[config.mk]
export PLATFORM = sky130hd
export DESIGN_NAME = split_bus_datapath
export DESIGN_NICKNAME = d
export VERILOG_FILES = /design/src/rtl/sbd_pkg.sv /design/src/rtl/sbd_tx_lanes.sv /design/src/rtl/sbd_rx_lanes.sv /design/src/rtl/sbd_idle_timer.sv /design/src/rtl/split_bus_datapath.sv
export SDC_FILE = /design/constraint.sdc
export NUM_CORES = 1
export LEC_CHECK = 0
export BUFFER_PORTS_ARGS = -buffer_cell sky130_fd_sc_hd__buf_2
export CAP_MARGIN = 5
export CORE_MARGIN = 1
export CORE_UTILIZATION = 43
export CTS_CLUSTER_DIAMETER = 100
export DETAILED_ROUTE_END_ITERATION = 12
export GPL_ROUTABILITY_DRIVEN = 0
export PLACE_DENSITY = 0.78
export SYNTH_ARGS = -nofsm -noshare
export SYNTH_HDL_FRONTEND = slang
export SYNTH_SLANG_ARGS = --single-unit
[constraint.sdc]
create_clock -name clk -period 1.5 [get_ports clk]
set_input_delay 0.15 -clock clk [delete_from_list [all_inputs] [get_ports clk]]
set_output_delay 0.15 -clock clk [all_outputs]
set_load 0.02 [all_outputs]
[src/rtl/sbd_pkg.sv]
package sbd_pkg;

  typedef enum logic {
    MODE_SHARED = 1'b0,
    MODE_SPLIT  = 1'b1
  } bus_mode_e;

  localparam int BYTE_W = 8;

endpackage

[src/rtl/sbd_tx_lanes.sv]
module sbd_tx_lanes
  import sbd_pkg::*;
#(
  parameter int BUS_W = 64
) (
  input  logic                      clk,
  input  logic                      rst_n,
  input  bus_mode_e                 mode,
  input  logic                      fire,
  input  logic [BUS_W-1:0]          wdata,
  input  logic [BUS_W/BYTE_W-1:0]   wkeep,
  output logic [BUS_W-1:0]          pad_data,
  output logic [BUS_W/BYTE_W-1:0]   pad_be_n
);

  localparam int LANES  = BUS_W / BYTE_W;
  localparam int HALF_L = LANES / 2;

  for (genvar i = 0; i < LANES; i++) begin : g_lane
    logic [BYTE_W-1:0] d_q;
    logic              be_q;

    if (i >= HALF_L) begin : g_upper
      // upper lanes: full word lane in shared mode, low word lane in split mode
      always_ff @(posedge clk or negedge rst_n) begin
        if (!rst_n) begin
          d_q  <= '0;
          be_q <= 1'b1;
        end else if (fire) begin
          if (mode == MODE_SPLIT) begin
            d_q  <= wdata[BYTE_W*(i-HALF_L) +: BYTE_W];
            be_q <= ~wkeep[i-HALF_L];
          end else begin
            d_q  <= wdata[BYTE_W*i +: BYTE_W];
            be_q <= ~wkeep[i];
          end
        end else begin
          be_q <= 1'b1;
        end
      end
    end else begin : g_lower
      // lower lanes carry transmit bytes only in shared mode
      always_ff @(posedge clk or negedge rst_n) begin
        if (!rst_n) begin
          d_q  <= '0;
          be_q <= 1'b1;
        end else if (mode == MODE_SPLIT) begin
          d_q  <= '0;
          be_q <= 1'b1;
        end else if (fire) begin
          d_q  <= wdata[BYTE_W*i +: BYTE_W];
          be_q <= ~wkeep[i];
        end else begin
          be_q <= 1'b1;
        end
      end
    end

    assign pad_data[BYTE_W*i +: BYTE_W] = d_q;
    assign pad_be_n[i]                  = be_q;
  end

endmodule

[src/rtl/sbd_rx_lanes.sv]
module sbd_rx_lanes
  import sbd_pkg::*;
#(
  parameter int BUS_W = 64
) (
  input  logic                      clk,
  input  logic                      rst_n,
  input  bus_mode_e                 mode,
  input  logic                      cap,
  input  logic [BUS_W-1:0]          pad_data,
  input  logic [BUS_W/BYTE_W-1:0]   pad_be_n,
  output logic                      rvalid,
  output logic [BUS_W-1:0]          rdata,
  output logic [BUS_W/BYTE_W-1:0]   rkeep
);

  localparam int LANES  = BUS_W / BYTE_W;
  localparam int HALF_L = LANES / 2;

  always_ff @(posedge clk or negedge rst_n) begin
    if (!rst_n) rvalid <= 1'b0;
    else        rvalid <= cap;
  end

  for (genvar i = 0; i < LANES; i++) begin : g_lane
    logic [BYTE_W-1:0] d_q;
    logic              k_q;

    if (i < HALF_L) begin : g_lower
      // lower lanes receive in both modes
      always_ff @(posedge clk or negedge rst_n) begin
        if (!rst_n) begin
          d_q <= '0;
          k_q <= 1'b0;
        end else if (cap) begin
          d_q <= pad_data[BYTE_W*i +: BYTE_W];
          k_q <= ~pad_be_n[i];
        end
      end
    end else begin : g_upper
      // upper lanes belong to the transmit half in split mode
      always_ff @(posedge clk or negedge rst_n) begin
        if (!rst_n) begin
          d_q <= '0;
          k_q <= 1'b0;
        end else if (cap) begin
          if (mode == MODE_SPLIT) begin
            d_q <= '0;
            k_q <= 1'b0;
          end else begin
            d_q <= pad_data[BYTE_W*i +: BYTE_W];
            k_q <= ~pad_be_n[i];
          end
        end
      end
    end

    assign rdata[BYTE_W*i +: BYTE_W] = d_q;
    assign rkeep[i]                  = k_q;
  end

endmodule

[src/rtl/sbd_idle_timer.sv]
module sbd_idle_timer
  import sbd_pkg::*;
#(
  parameter int IDLE_LIMIT = 256
) (
  input  logic      clk,
  input  logic      rst_n,
  input  bus_mode_e mode,
  input  logic      rx_cyc,
  output logic      timeout
);

  localparam int CNT_W = $clog2(IDLE_LIMIT + 1);
  localparam logic [CNT_W-1:0] LIMIT_V = CNT_W'(IDLE_LIMIT);

  logic [CNT_W-1:0] quiet_q;

  // saturating count of edges without a receive cycle
  always_ff @(posedge clk or negedge rst_n) begin
    if (!rst_n) begin
      quiet_q <= '0;
    end else if (mode != MODE_SPLIT || rx_cyc) begin
      quiet_q <= '0;
    end else if (quiet_q != LIMIT_V) begin
      quiet_q <= quiet_q + 1'b1;
    end
  end

  assign timeout = (mode == MODE_SPLIT) && (quiet_q == LIMIT_V);

endmodule

[src/rtl/split_bus_datapath.sv]
module split_bus_datapath
  import sbd_pkg::*;
#(
  parameter int BUS_W      = 64,
  parameter int IDLE_LIMIT = 256
) (
  input  logic                    clk,
  input  logic                    rst_n,
  input  logic                    cfg_split,
  input  logic                    cfg_many_slaves,
  output logic                    slave_sel,
  input  logic                    dev_reset_req,
  output logic                    idle_timeout,
  input  logic                    tx_valid,
  output logic                    tx_ready,
  input  logic [BUS_W-1:0]        tx_data,
  input  logic [BUS_W/8-1:0]      tx_keep,
  input  logic                    rx_cyc,
  output logic                    rx_valid,
  output logic [BUS_W-1:0]        rx_data,
  output logic [BUS_W/8-1:0]      rx_keep,
  input  logic [BUS_W-1:0]        bus_din,
  input  logic [BUS_W/8-1:0]      bus_be_n_in,
  output logic [BUS_W-1:0]        bus_dout,
  output logic [BUS_W/8-1:0]      bus_be_n_out,
  output logic                    hi_oe,
  output logic                    lo_oe
);

  bus_mode_e mode_q;
  logic      slave_q;
  logic      fire;
  logic      hi_oe_q;
  logic      lo_oe_q;
  logic      quiet_hit;

  // static configuration, sampled every edge (also during reset)
  always_ff @(posedge clk) begin
    mode_q  <= bus_mode_e'(cfg_split);
    slave_q <= cfg_many_slaves;
  end

  assign tx_ready = rst_n && ((mode_q == MODE_SPLIT) || !rx_cyc);
  assign fire     = tx_valid && tx_ready;

  always_ff @(posedge clk or negedge rst_n) begin
    if (!rst_n) begin
      hi_oe_q <= 1'b0;
      lo_oe_q <= 1'b0;
    end else if (mode_q == MODE_SPLIT) begin
      hi_oe_q <= 1'b1;
      lo_oe_q <= !rx_cyc && (dev_reset_req || quiet_hit);
    end else begin
      hi_oe_q <= fire;
      lo_oe_q <= fire;
    end
  end

  sbd_tx_lanes #(.BUS_W(BUS_W)) u_tx (
    .clk      (clk),
    .rst_n    (rst_n),
    .mode     (mode_q),
    .fire     (fire),
    .wdata    (tx_data),
    .wkeep    (tx_keep),
    .pad_data (bus_dout),
    .pad_be_n (bus_be_n_out)
  );

  sbd_rx_lanes #(.BUS_W(BUS_W)) u_rx (
    .clk      (clk),
    .rst_n    (rst_n),
    .mode     (mode_q),
    .cap      (rx_cyc),
    .pad_data (bus_din),
    .pad_be_n (bus_be_n_in),
    .rvalid   (rx_valid),
    .rdata    (rx_data),
    .rkeep    (rx_keep)
  );

  sbd_idle_timer #(.IDLE_LIMIT(IDLE_LIMIT)) u_idle (
    .clk     (clk),
    .rst_n   (rst_n),
    .mode    (mode_q),
    .rx_cyc  (rx_cyc),
    .timeout (quiet_hit)
  );

  assign idle_timeout = quiet_hit;
  assign slave_sel    = slave_q;
  assign hi_oe        = hi_oe_q;
  assign lo_oe        = lo_oe_q;

endmodule

# Yosys cells after proc, flatten, opt, wreduce, memory -nomap -nowiden
# Cells that the tools add are included.
# word_totals
ff_bits,158
in_bits,151
output_inout_bits,150
wordCells,108
# op_classes
addsub,1
eq_ne,2
n_mux,40
bitwise_logic,17
n_reduce_logical,10
# ops
operator,n
two-way mux 8 bit,16
two-way mux 1 bit,22
two-way mux 9 bit,2
inverter 1 bit,17
adder 9 x 1 -> 9 bit (second input constant),1
== test 9 bit (second input constant),1
!= test 9 bit (second input constant),1
logical AND 1 bit,4
nonzero test 2 bit,2
logical OR 1 bit,3
zero test 1 bit,1

# Depth between registers and ports, before layout
# logic_depth
word_depth,6
ltp_mapped,6
ltp_nobuf,5

# Cells and area by module
# From an unflattened synthesis, not the netlist that was laid out.
# hier_totals
cells_unflattened,575
area_unflattened_um2,6857.8
# modules_own_cells
mod,instances,cells_each,area_per_inst_um2,seq_area_each_um2
sbd_tx_lanes,1,272,3165.5,1811.7
sbd_rx_lanes,1,240,3031.7,1826.8
sbd_idle_timer,1,52,520.5,225.2
split_bus_datapath,1,11,140.1,90.1

# Worst setup path after synthesis
# Ideal clock, no wire load.
# synth_path
path_type,flip-flop to output port
start,reg u_idle.quiet_q[0]
end,out idle_timeout
t_arrival_ns,1.392
required_time_ns,1.350
slack_ns,-0.042
path_stages_with_launch,5
n_path_buf,0
path_cell_list,dfrtp_1 inv_1 ha_1 nor4bb_1 and3_1
# synth_between
elab_chain_len,2
# synth_rtl
item,line,text
start: declaration,sbd_idle_timer.sv:16,logic [CNT_W-1:0] quiet_q;
start signal: assignment,sbd_idle_timer.sv:25,quiet_q <= quiet_q + 1'b1;
== test 9 bit,sbd_idle_timer.sv:29,assign timeout = (mode == MODE_SPLIT) && (quiet_q == LIMIT_V);
logical AND 1 bit,sbd_idle_timer.sv:29,
end: declaration,split_bus_datapath.sv:13,"output logic idle_timeout,"
# Every way passes these cells.

# Worst setup path in the final report
# layout_path
start,reg u_idle.quiet_q[6]
end,out idle_timeout
# Same word-level chain as after synthesis.

==> flow_summary.json <==
{
  "ant_nets": 0,
  "worst-setup-path-type": "reg2out",
  "power.density_mw_per_mm2": 1103,
  "wl_met2_um": 11080,
  "clkTransAtPathRegs_ns": 0.06,
  "worstPathRequired_ns": 1.35,
  "synth_ff_type": "dfrtp_1",
  "setup_viol": 1,
  "netlist_top_cells_count": "148 x dfrtp_1, 132 x o21ai_0, 45 x nand2_1",
  "slowest_stage": "dfrtp_1",
  "worst_pin_slew_ns": 0.6796,
  "final_hold_viol_count": 0,
  "multiInputGateArea_mm2": 0.002318,
  "areaGrowthSynthToFinish_pct": 54.46,
  "fill_cells": 1099,
  "num_rows": 45,
  "cts_sinks": 158,
  "clkLatencyLatePin_ns": 0.42,
  "die_h_um": 126.5,
  "cts_made_buffers": 17,
  "cp_top_family": "simple AND/OR/NAND/NOR gates",
  "grt_pass1_wl_um": 34240,
  "met3_length_um": 1544,
  "numPortBuffers": 300,
  "async_flop_share": 0.9873,
  "cts_root_buf": "clkbuf_16",
  "cts_tree": "yes",
  "drt-initial-drc-count": 384,
  "worst_slack_ns": -0.2463,
  "vias_per_cell": 5.200,
  "synth_warnings": 0,
  "synth_cell_types": 35,
  "synth_edf_count": 0,
  "status": "finished with violations",
  "dpl.hpwl_um": 12740,
  "hold_slack_ns": 0.005408,
  "crit_chain": "nor4_2 -> and3_4 -> buf_6",
  "grt_setup_unrepaired": "yes",
  "syn_avg_cell_area_um2": 10.71,
  "crit_path_start_kind": "flop",
  "coreArea_mm2": 0.01515,
  "wl_per_cell_um": 17.72,
  "crit_start": "u_idle.quiet_q[6]$_DFFE_PN0P_",
  "seq_area_frac_synth": 0.5934,
  "hold_class": "in2reg",
  "die_w_um": 126.5,
  "crit_arrival_ns": 1.60,
  "synth_nets": 775,
  "drv_slew": 0,
  "die_area_mm2": 0.01600,
  "grt_max_degree": 103,
  "grt_pass1_vias": 6620,
  "fin_crit_sh": 1.164,
  "ir_drop_mv": 0.9197,
  "final_util": 0.6795,
  "path_buf_inv": 1,
  "nets": 1177,
  "synth_area_leaders": "dfrtp_1 56%, o21ai_0 9.9%, mux2_2 6.1%, mux2i_1 5.4%, dfstp_2 3.2%",
  "track_usage": 0.2779,
  "grt.overflow.total": 0,
  "p_leak_nw": 5.063,
  "min_from": "tx_data[29]",
  "pre_cts_slack_ns": 0.03183,
  "wl_um": 21770,
  "violations": "negative setup slack",
  "cp_max_fo": 6,
  "rr_startpoint": "u_idle.quiet_q[0]$_DFFE_PN0P_",
  "slew_headroom": 0.5469,
  "layout_min_cycle_time_ns": 1.746,
  "synth_seq_cells": 158,
  "skew_ns": 0.008150,
  "drc": 0,
  "synth_top_area_frac": 0.5559,
  "start_util": 0.4399,
  "drive_gt1_frac": 0.4137,
  "routed-via-count": 6386,
  "synth_area_mm2": 0.006663,
  "clock_path_buffers": 2,
  "antenna_found_initial": 2,
  "htree_levels": 4,
  "finalSetupTns_ns": -0.2463,
  "dr.pass1.iters": 5,
  "critPathMaxStageDelay_ns": 0.45,
  "clock.fmax_ghz": 0.5726,
  "synth_area_leader_cell": "dfrtp_1",
  "setup.worst_path.end_class": "output pin",
  "pin_count": 301,
  "drv_cap": 0,
  "dr.max_layer_used": "met4",
  "wl_met1_um": 8154,
  "synth_cells": 622,
  "yosysMostFrequentCell": "dfrtp_1",
  "seq_area_mm2": 0.003958
}
## power breakdown
part	total, W	leakage (nW)	switching (W)	internal, W
logic	0.00220	2.81	0.00127	0.000932
clock network	0.00432	0.271	0.00185	0.00247
registers	0.00482	1.99	0.000193	0.00463
## through the flow
step           std cells  instance area (um2)  total power [W]
3_5_place_dp        1075                 8421         0.006787
2_1_floorplan        622                 6669         0.005913
3_3_place_gp        1075                 8421         0.006735
6_report            1228                10290          0.01135
4_1_cts             1225                10250          0.01137
5_1_grt             1227                10290          0.01183
## placed cells by master (no fill, tap or decap), types with 6 or more instances in the layout
cell type / instances
a21oi_1: 37
buf_12: 9
buf_2: 297
buf_4: 24
clkbuf_16: 17
clkinvlp_4: 6
dfrtp_1: 148
dfstp_2: 8
dlygate4sd3_1: 111
inv_1: 41
mux2_2: 36
mux2i_1: 36
nand2_1: 44
nand3_1: 35
o21ai_0: 132
## layout make-up
cell class              count  area share
clock inverters            15     0.01568
inverters                  43     0.01568
clock buffers              17     0.04134
diodes                      3   0.0007295
flip-flops and latches    158      0.3846
repair buffers            445      0.2939
well taps                 188     0.02286
multi-input cells         359      0.2253
## worst paths after layout
path                                                          end  slack, ns  cells past startpoint
min in group asynchronous       u_tx.g_lane[4].d_q[1]$_DFFE_PN0P_       0.41                      3
worst min-delay path            u_tx.g_lane[3].d_q[5]$_DFFE_PN0P_      0.005                      3
worst max-delay path                                 idle_timeout      -0.25                      3
worst max register to register      u_idle.quiet_q[2]$_DFFE_PN0P_          0                      5
max in group asynchronous       u_rx.g_lane[6].d_q[3]$_DFFE_PN0P_       0.54                      3
worst min register to register  u_tx.g_lane[5].d_q[5]$_DFFE_PN0P_       0.50                      2
## timing repair
| item | in CTS | in global routing |
|---|---|---|
| gates resized for setup | 15 | 8 |
| endpoints found under the hold margin | 258 | 0 |
| cloned | 1 | 0 |
| buffers inserted | 6 | 1 |
| setup endpoints to repair | 2 | 6 |
| hold buffers | 111 | 0 |
| pin swaps | 3 | 2 |
## worst register-to-register path, cell delays in order, from the launching register on
cell,delay [ns]
dfrtp_1,0.39
inv_2,0.08
ha_4,0.13
or4bb_4,0.48
o2111ai_2,0.20
o31ai_2,0.09
## sequential cells by signal, indices dropped and copies added, names as in the netlist, 8 cells and up
register and count:
u_tx.g_lane.d_q 64, u_tx.g_lane.be_q 8, u_idle.quiet_q 9, u_rx.g_lane.k_q 8, u_rx.g_lane.d_q 64
## logic make-up after synthesis
group,synth area share
AND/OR/NAND/NOR,0.07493
XOR/XNOR,0.002630
multiplexers,0.1149
AO/OA/AOI/OAI,0.1362
flip-flops,0.5934
buffers and inverters,0.07418
adder cells (fa/ha/maj),0.003755
## layer usage
layer / vias to the layer above / track usage
met3: 73 / 0.08267
met4: 0 / 0.1446
met2: 300 / 0.4807
met1: 3081 / 0.3106
li1: 2932 / -
met5: - / 0
Power figures use the tool's default switching activity.
